==> src/rtl/lvl_acq_pkg.sv <==
`timescale 1ns/1ps
package lvl_acq_pkg;
  typedef enum logic [1:0] {
    MODE_IDLE  = 2'd0,
    MODE_AVG   = 2'd1,
    MODE_LOSSY = 2'd2,
    MODE_RESID = 2'd3
  } lvl_mode_e;

  typedef enum logic [1:0] {
    RES_LOSSY = 2'd0,
    RES_PEAK  = 2'd1,
    RES_AVG   = 2'd2,
    RES_HOLD  = 2'd3
  } res_mode_e;
endpackage

==> src/rtl/lvl_seq.sv <==
`timescale 1ns/1ps
module lvl_seq
  import lvl_acq_pkg::*;
#(
  parameter int SAMPLE_W = 12,
  parameter int SPB_LOG2 = 3,
  parameter int BCNT_W   = 6,
  parameter int ARM_WIN  = 28,
  parameter int RES_BITS = 30
) (
  input  logic                       clk_i,
  input  logic                       rst_ni,
  input  logic signed [SAMPLE_W-1:0] sample_i,
  input  logic                       acq_i,
  input  logic                       bit_stb_i,
  input  logic                       sfs_armed_i,
  input  logic                       sfs_found_i,
  output lvl_mode_e                  mode_o,
  output logic                       seed_vld_o,
  output logic signed [SAMPLE_W-1:0] seed_o
);
  localparam int ACC_W = SAMPLE_W + SPB_LOG2;
  localparam logic [BCNT_W-1:0] BCNT_MAX = '1;
  localparam logic [BCNT_W-1:0] ARM_LIM  = BCNT_W'(ARM_WIN);
  localparam logic [BCNT_W-1:0] RES_LIM  = BCNT_W'(RES_BITS);

  lvl_mode_e                mode_q, mode_d;
  logic signed [ACC_W-1:0]  acc_q, acc_sum;
  logic [SPB_LOG2-1:0]      scnt_q;
  logic [BCNT_W-1:0]        bcnt_q;
  logic                     arm_q, arm_eff, last_smp, timeout;

  assign acc_sum  = acc_q + ACC_W'(sample_i);
  assign last_smp = &scnt_q;
  assign arm_eff  = arm_q | (sfs_armed_i & (bcnt_q < ARM_LIM));
  assign timeout  = bcnt_q >= RES_LIM;

  always_comb begin
    mode_d = mode_q;
    if (acq_i) mode_d = MODE_AVG;
    else begin
      unique case (mode_q)
        MODE_AVG:   if (last_smp) mode_d = MODE_LOSSY;
        MODE_LOSSY: if ((arm_eff && sfs_found_i) || (!arm_eff && timeout)) mode_d = MODE_RESID;
        default:    mode_d = mode_q;
      endcase
    end
  end

  logic signed [ACC_W-1:0] mean;
  assign mean       = acc_sum >>> SPB_LOG2;
  assign seed_vld_o = (mode_q == MODE_AVG) && last_smp;
  assign seed_o     = mean[SAMPLE_W-1:0];
  assign mode_o     = mode_q;

  always_ff @(posedge clk_i or negedge rst_ni) begin
    if (!rst_ni) begin
      mode_q <= MODE_IDLE;
      acc_q  <= '0;
      scnt_q <= '0;
      bcnt_q <= '0;
      arm_q  <= 1'b0;
    end else if (acq_i) begin
      mode_q <= MODE_AVG;
      acc_q  <= '0;
      scnt_q <= '0;
      bcnt_q <= '0;
      arm_q  <= 1'b0;
    end else begin
      mode_q <= mode_d;
      if (mode_q == MODE_AVG) begin
        acc_q  <= acc_sum;
        scnt_q <= scnt_q + 1'b1;
      end
      if (bit_stb_i && mode_q != MODE_IDLE && bcnt_q != BCNT_MAX) bcnt_q <= bcnt_q + 1'b1;
      if (mode_q == MODE_AVG || mode_q == MODE_LOSSY) arm_q <= arm_eff;
    end
  end

  p_left_idle_r1: assert property (@(posedge clk_i) disable iff (!rst_ni)
    mode_q != MODE_IDLE |=> mode_q != MODE_IDLE);
  p_acq_restart_r2: assert property (@(posedge clk_i) disable iff (!rst_ni)
    acq_i |=> mode_q == MODE_AVG);
  p_avg_exit_r3: assert property (@(posedge clk_i) disable iff (!rst_ni)
    (mode_q == MODE_AVG && !acq_i && seed_vld_o) |=> mode_q == MODE_LOSSY);
  p_wait_found_r5: assert property (@(posedge clk_i) disable iff (!rst_ni)
    (mode_q == MODE_LOSSY && !acq_i && arm_q && !sfs_found_i) |=> mode_q == MODE_LOSSY);
  p_no_early_r6: assert property (@(posedge clk_i) disable iff (!rst_ni)
    (mode_q == MODE_LOSSY && !acq_i && !sfs_found_i && bcnt_q < RES_LIM) |=> mode_q == MODE_LOSSY);
  p_resid_sticky_r7: assert property (@(posedge clk_i) disable iff (!rst_ni)
    (mode_q == MODE_RESID && !acq_i) |=> mode_q == MODE_RESID);
endmodule

==> src/rtl/lvl_peak.sv <==
`timescale 1ns/1ps
module lvl_peak
  import lvl_acq_pkg::*;
#(
  parameter int SAMPLE_W = 12,
  parameter bit IS_POS   = 1'b1,
  parameter int ATK_SH   = 2,
  parameter int DEC_SH   = 6,
  parameter int AVG_SH   = 4
) (
  input  logic                       clk_i,
  input  logic                       rst_ni,
  input  lvl_mode_e                  mode_i,
  input  res_mode_e                  res_i,
  input  logic signed [SAMPLE_W-1:0] sample_i,
  input  logic signed [SAMPLE_W-1:0] dc_i,
  input  logic                       seed_vld_i,
  input  logic signed [SAMPLE_W-1:0] seed_i,
  output logic signed [SAMPLE_W-1:0] est_o
);
  localparam int DW = SAMPLE_W + 1;

  logic signed [SAMPLE_W-1:0] est_q, est_d;
  logic signed [DW-1:0] s_x, e_x, diff, step_l, sum_l, sum_a;
  logic toward, own_side;

  assign s_x    = {sample_i[SAMPLE_W-1], sample_i};
  assign e_x    = {est_q[SAMPLE_W-1], est_q};
  assign diff   = s_x - e_x;

  generate
    if (IS_POS) begin : g_up
      assign toward   = diff > 0;
      assign own_side = sample_i > dc_i;
    end else begin : g_dn
      assign toward   = diff < 0;
      assign own_side = sample_i < dc_i;
    end
  endgenerate

  assign step_l = toward ? (diff >>> ATK_SH) : (diff >>> DEC_SH);
  assign sum_l  = e_x + step_l;
  assign sum_a  = e_x + (diff >>> AVG_SH);

  always_comb begin
    est_d = est_q;
    if (seed_vld_i) est_d = seed_i;
    else if (mode_i == MODE_LOSSY) est_d = sum_l[SAMPLE_W-1:0];
    else if (mode_i == MODE_RESID) begin
      unique case (res_i)
        RES_LOSSY: est_d = sum_l[SAMPLE_W-1:0];
        RES_PEAK:  if (toward) est_d = sample_i;
        RES_AVG:   if (own_side) est_d = sum_a[SAMPLE_W-1:0];
        default:   est_d = est_q;
      endcase
    end
  end

  always_ff @(posedge clk_i or negedge rst_ni) begin
    if (!rst_ni) est_q <= '0;
    else         est_q <= est_d;
  end

  assign est_o = est_q;

  p_lossy_up_r4: assert property (@(posedge clk_i) disable iff (!rst_ni)
    (mode_i == MODE_LOSSY && !seed_vld_i && sample_i >= est_q)
    |=> (est_q >= $past(est_q) && est_q <= $past(sample_i)));
  p_lossy_dn_r4: assert property (@(posedge clk_i) disable iff (!rst_ni)
    (mode_i == MODE_LOSSY && !seed_vld_i && sample_i <= est_q)
    |=> (est_q <= $past(est_q) && est_q >= $past(sample_i)));
  p_hold_r7: assert property (@(posedge clk_i) disable iff (!rst_ni)
    (mode_i == MODE_RESID && res_i == RES_HOLD) |=> $stable(est_q));

  generate
    if (IS_POS) begin : g_chk_up
      p_peak_jump_r7: assert property (@(posedge clk_i) disable iff (!rst_ni)
        (mode_i == MODE_RESID && res_i == RES_PEAK && sample_i > est_q) |=> est_q == $past(sample_i));
    end else begin : g_chk_dn
      p_peak_jump_r7: assert property (@(posedge clk_i) disable iff (!rst_ni)
        (mode_i == MODE_RESID && res_i == RES_PEAK && sample_i < est_q) |=> est_q == $past(sample_i));
    end
  endgenerate
endmodule

==> src/rtl/lvl_acq_ctrl.sv <==
`timescale 1ns/1ps
module lvl_acq_ctrl
  import lvl_acq_pkg::*;
#(
  parameter int SAMPLE_W = 12,
  parameter int SPB_LOG2 = 3,
  parameter int BCNT_W   = 6,
  parameter int ARM_WIN  = 28,
  parameter int RES_BITS = 30,
  parameter int ATK_SH   = 2,
  parameter int DEC_SH   = 6,
  parameter int AVG_SH   = 4
) (
  input  logic                       clk_i,
  input  logic                       rst_ni,
  input  logic signed [SAMPLE_W-1:0] sample_i,
  input  logic                       bit_stb_i,
  input  logic                       acq_i,
  input  logic                       sfs_armed_i,
  input  logic                       sfs_found_i,
  input  logic [1:0]                 res_mode_i,
  output logic signed [SAMPLE_W-1:0] pos_pk_o,
  output logic signed [SAMPLE_W-1:0] neg_pk_o,
  output logic signed [SAMPLE_W-1:0] dc_o,
  output logic signed [SAMPLE_W-1:0] amp_o,
  output logic [1:0]                 mode_o
);
  localparam int DW = SAMPLE_W + 1;

  lvl_mode_e                  mode;
  logic                       seed_vld;
  logic signed [SAMPLE_W-1:0] seed;
  logic signed [SAMPLE_W-1:0] est [2];
  logic signed [DW-1:0]       mid_sum, span, mid_sh, span_sh;

  lvl_seq #(
    .SAMPLE_W(SAMPLE_W), .SPB_LOG2(SPB_LOG2), .BCNT_W(BCNT_W),
    .ARM_WIN(ARM_WIN), .RES_BITS(RES_BITS)
  ) u_seq (
    .clk_i, .rst_ni, .sample_i, .acq_i, .bit_stb_i, .sfs_armed_i, .sfs_found_i,
    .mode_o(mode), .seed_vld_o(seed_vld), .seed_o(seed)
  );

  // est[0] upper peak, est[1] lower peak
  for (genvar g = 0; g < 2; g++) begin : g_pk
    lvl_peak #(
      .SAMPLE_W(SAMPLE_W), .IS_POS(g == 0), .ATK_SH(ATK_SH),
      .DEC_SH(DEC_SH), .AVG_SH(AVG_SH)
    ) u_pk (
      .clk_i, .rst_ni, .mode_i(mode), .res_i(res_mode_e'(res_mode_i)),
      .sample_i, .dc_i(dc_o), .seed_vld_i(seed_vld), .seed_i(seed), .est_o(est[g])
    );
  end

  assign mid_sum = {est[0][SAMPLE_W-1], est[0]} + {est[1][SAMPLE_W-1], est[1]};
  assign span    = {est[0][SAMPLE_W-1], est[0]} - {est[1][SAMPLE_W-1], est[1]};
  assign mid_sh  = mid_sum >>> 1;
  assign span_sh = span >>> 1;

  assign pos_pk_o = est[0];
  assign neg_pk_o = est[1];
  assign dc_o     = mid_sh[SAMPLE_W-1:0];
  assign amp_o    = span_sh[SAMPLE_W-1:0];
  assign mode_o   = mode;
endmodule

==> config.mk <==
export PLATFORM = sky130hd
export DESIGN_NAME = lvl_acq_ctrl
export DESIGN_NICKNAME = d
export VERILOG_FILES = /design/src/rtl/lvl_acq_pkg.sv /design/src/rtl/lvl_seq.sv /design/src/rtl/lvl_peak.sv /design/src/rtl/lvl_acq_ctrl.sv
export SDC_FILE = /design/constraint.sdc
export NUM_CORES = 1
export LEC_CHECK = 0
export BUFFER_PORTS_ARGS = -buffer_cell sky130_fd_sc_hd__buf_2
export CORE_MARGIN = 2
export CORE_UTILIZATION = 63
export DETAILED_ROUTE_END_ITERATION = 10
export HOLD_SLACK_MARGIN = 0.1
export PLACE_DENSITY = 0.84
export SLEW_MARGIN = 30
export SYNTH_ARGS = -nofsm -noshare
export SYNTH_HDL_FRONTEND = slang
export SYNTH_HIERARCHICAL = 1
export SYNTH_SLANG_ARGS = --single-unit
==> constraint.sdc <==
create_clock -name clk_i -period 6.08 [get_ports clk_i]
set_clock_uncertainty 0.2 [all_clocks]
set_input_delay 0 -clock clk_i [delete_from_list [all_inputs] [get_ports clk_i]]
set_output_delay 0 -clock clk_i [all_outputs]
set_load 0.03 [all_outputs]
==> out/metrics.cfg <==
[outcome]
status=complete, no violations

[global_routing]
grt_pass1_wl_mm=41.1
grt_max_degree=52
grtUsageTotal_pct=34.6
gr-total-overflow=0
grt_pass1_vias=8175
antenna_found_initial=0

[detailed_routing]
vias_per_cell=6.64
postRouteAntennaNets=0
totalWireLength_mm=25.8
wl_per_cell_um=19.2
drt-pass1-iter-count=7
drtIter0Drc=834
remaining_drc_errors=0
vias=8943

[setup_path]
crit_chain=dlygate4sd3_1, buf_2, inv_1, ha_1, fa_1, nand2b_1, a211o_2, a21oi_1, o21ai_0, nor4_2, nand3b_1, o21ai_2, mux2_2, ha_1, a211oi_1, o21ai_0, a41oi_1, a211o_1, or3b_2, a21oi_1, o31ai_1, mux2_4
cp-start-kind=input port
cp_slowest_stage_delay_ns=0.52
worstPathArrival_ns=5.69
worstPathMaxFanout=6
critical_path_class=in2reg
endpoint_kind=flop
r2r-start=g_pk[0].u_pk/est_o[0]
crit_start=sample_i[0]
cpMaxStageDelayCell=dlygate4sd3_1
r2r_slack_ns=0.52
cp_data_required_time_ns=6.07

[die]
start_util_pct=64.1
die_h_um=122
die_x_um=122
io-pin-count=70
die-area_um2=15000
rows=43
core_area_um2=13800

[clock_network]
cts_buffer_depth=2
clk_pin_slew_ns=0.08
clock-root-buffer=clkbuf_16
h-tree-depth=2
cts_buffers=5
clk_latency_ns=0.31
cts_tree=done
cts_num_sinks=51

[synthesis]
synthAdderAreaFrac_pct=21.2
synth_xor_area_share_pct=8.03
async_reset_ff_share_pct=100
synth_compound_gate_area_share_pct=26.5
synth_top_family_by_area=compound AO/OA/AOI/OAI gates
syn-num-nets=1272
yosysTopAreaCellShare_pct=19.4
yosys-top-cells-area=ha_1, dfrtp_1, xnor2_1, a21oi_1, inv_1
muxShareOfSynthArea_pct=4.56
synth_cell_types=87
synthSimpleGateAreaFrac_pct=18.7
syn_area_um2=8830
synth_edf_count=0
ys_seq_elements=51
ys_warn_count=6
seq_area_frac_synth_pct=14.4
synth_area_leader_cell=ha_1
synthesis.instances=1107
avgSynthCellArea_um2=7.98
ys.flop_type=dfrtp_1

[placement]
io_buffer_count=69
placed_cell_area_um2=9290
place_hpwl_mm=19.9
finalWeightedCongestion=0.949
preCtsSetupSlack_ns=0.449

[worst_hold_path]
hold_path.class=in2reg
min_from=sample_i[8]

[timing]
worst_slew_pin_slew_ns=0.887
period_share_pct=93.7
clock.fmax_ghz=0.175
setup_viol=0
period_needed_ns=5.70
slew_headroom_pct=40.9
slew_violations=0
worst_slack_ns=0.381
finalHoldViolations=0

[cells_and_area]
utilization_pct=69.3
layout_common_cells=ha_1, inv_1, a21oi_1, nor2_1, buf_2
syn_to_final_growth_pct=8.11
final_nets=1330
final_area_um2=9550
final_layout_size_suffix_gt1_share_pct=11.4
final_common_cell=ha_1
antenna_cells=0

[job]
drv_cap=0

==> sequential cells by signal, summed over array words and instances (netlist names) <==
name             count
u_seq/bcnt_q         6
u_seq/mode_o         2
g_pk.u_pk/est_o     24
u_seq/acc_q         15
u_seq/scnt_q         3
u_seq/arm_q          1
==> final timing paths <==
| path | end | cells past startpoint |
|---|---|---|
| max | g_pk[0].u_pk/est_o[11] | 22 |
| min | g_pk[1].u_pk/est_o[8] | 3 |
| max reg2reg | g_pk[0].u_pk/est_o[11] | 19 |
| min reg2reg | u_seq/acc_q[11] | 2 |
| max in group asynchronous | g_pk[0].u_pk/est_o[7] | 3 |
| min in group asynchronous | u_seq/acc_q[13] | 3 |
==> kinds of logic after synthesis <==
family | count (synthesis)
DFF | 51
adders and majority gates | 145
muxes | 38
AOI/OAI and AO/OA | 332
buffers and inverters | 140
and+or+nand+nor | 320
xor gates and xnor gates | 81
==> cell type report <==
cell class / instances / area [um^2]
clock buffer: 5 / 125
sequential: 51 / 1280
inverter: 105 / 394
tap: 180 / 225
fill: 1151 / 4220
multi-input combinational: 916 / 7010
timing repair buffer: 86 / 498
clock inverter: 3 / 27.5
==> per-layer routing <==
metal / up-vias / GRT usage (%) / wire [um]
met3: 76 / 5.30 / 2250
met5: - / 0 / 0
met1: 4199 / 46.6 / 10900
met4: 0 / 11.9 / 883
met2: 468 / 56.4 / 11800
li1: 4200 / - / -
==> stage by stage <==
step / instances / hold WS, ns / TNS [ns]
floorplan: 1107 / -0.496 / 0
global placement: 1328 / -0.0299 / 0
detailed placement: 1328 / -0.0213 / 0
CTS: 1346 / 0.102 / 0
global route: 1346 / 0.144 / -0.0177
finish: 1346 / 0.127 / 0
==> what timing repair did <==
action | CTS | global route
hold buffers | 10 | 0
setup endpoints to repair | 0 | 2
setup buffers | 0 | 0
resized for setup | 0 | 2
endpoints found under the hold margin | 72 | 0
==> critical path, delay by kind of cell <==
kind                       cells  cell delay [ns]
and+or+nand+nor                4             1.12
muxes                          2             0.68
adders and majority gates      3             0.94
AOI/OAI and AO/OA             10             2.15
buffers and inverters          3             0.81
==> cells in the mapped netlist, drive strengths merged, types with 23 or more instances <==
master and n:
ha 137, inv 105, a21oi 86, nor2 79, nand2 62, o21ai 58
xnor2 52, dfrtp 51, nor3 43, xor2 29, a21o 26, mux2i 26
nand3 24, a221oi 23
Power is left out: the tool's default activity adds up to more than one toggle a clock period on the data nets, which glitch-free logic cannot reach.
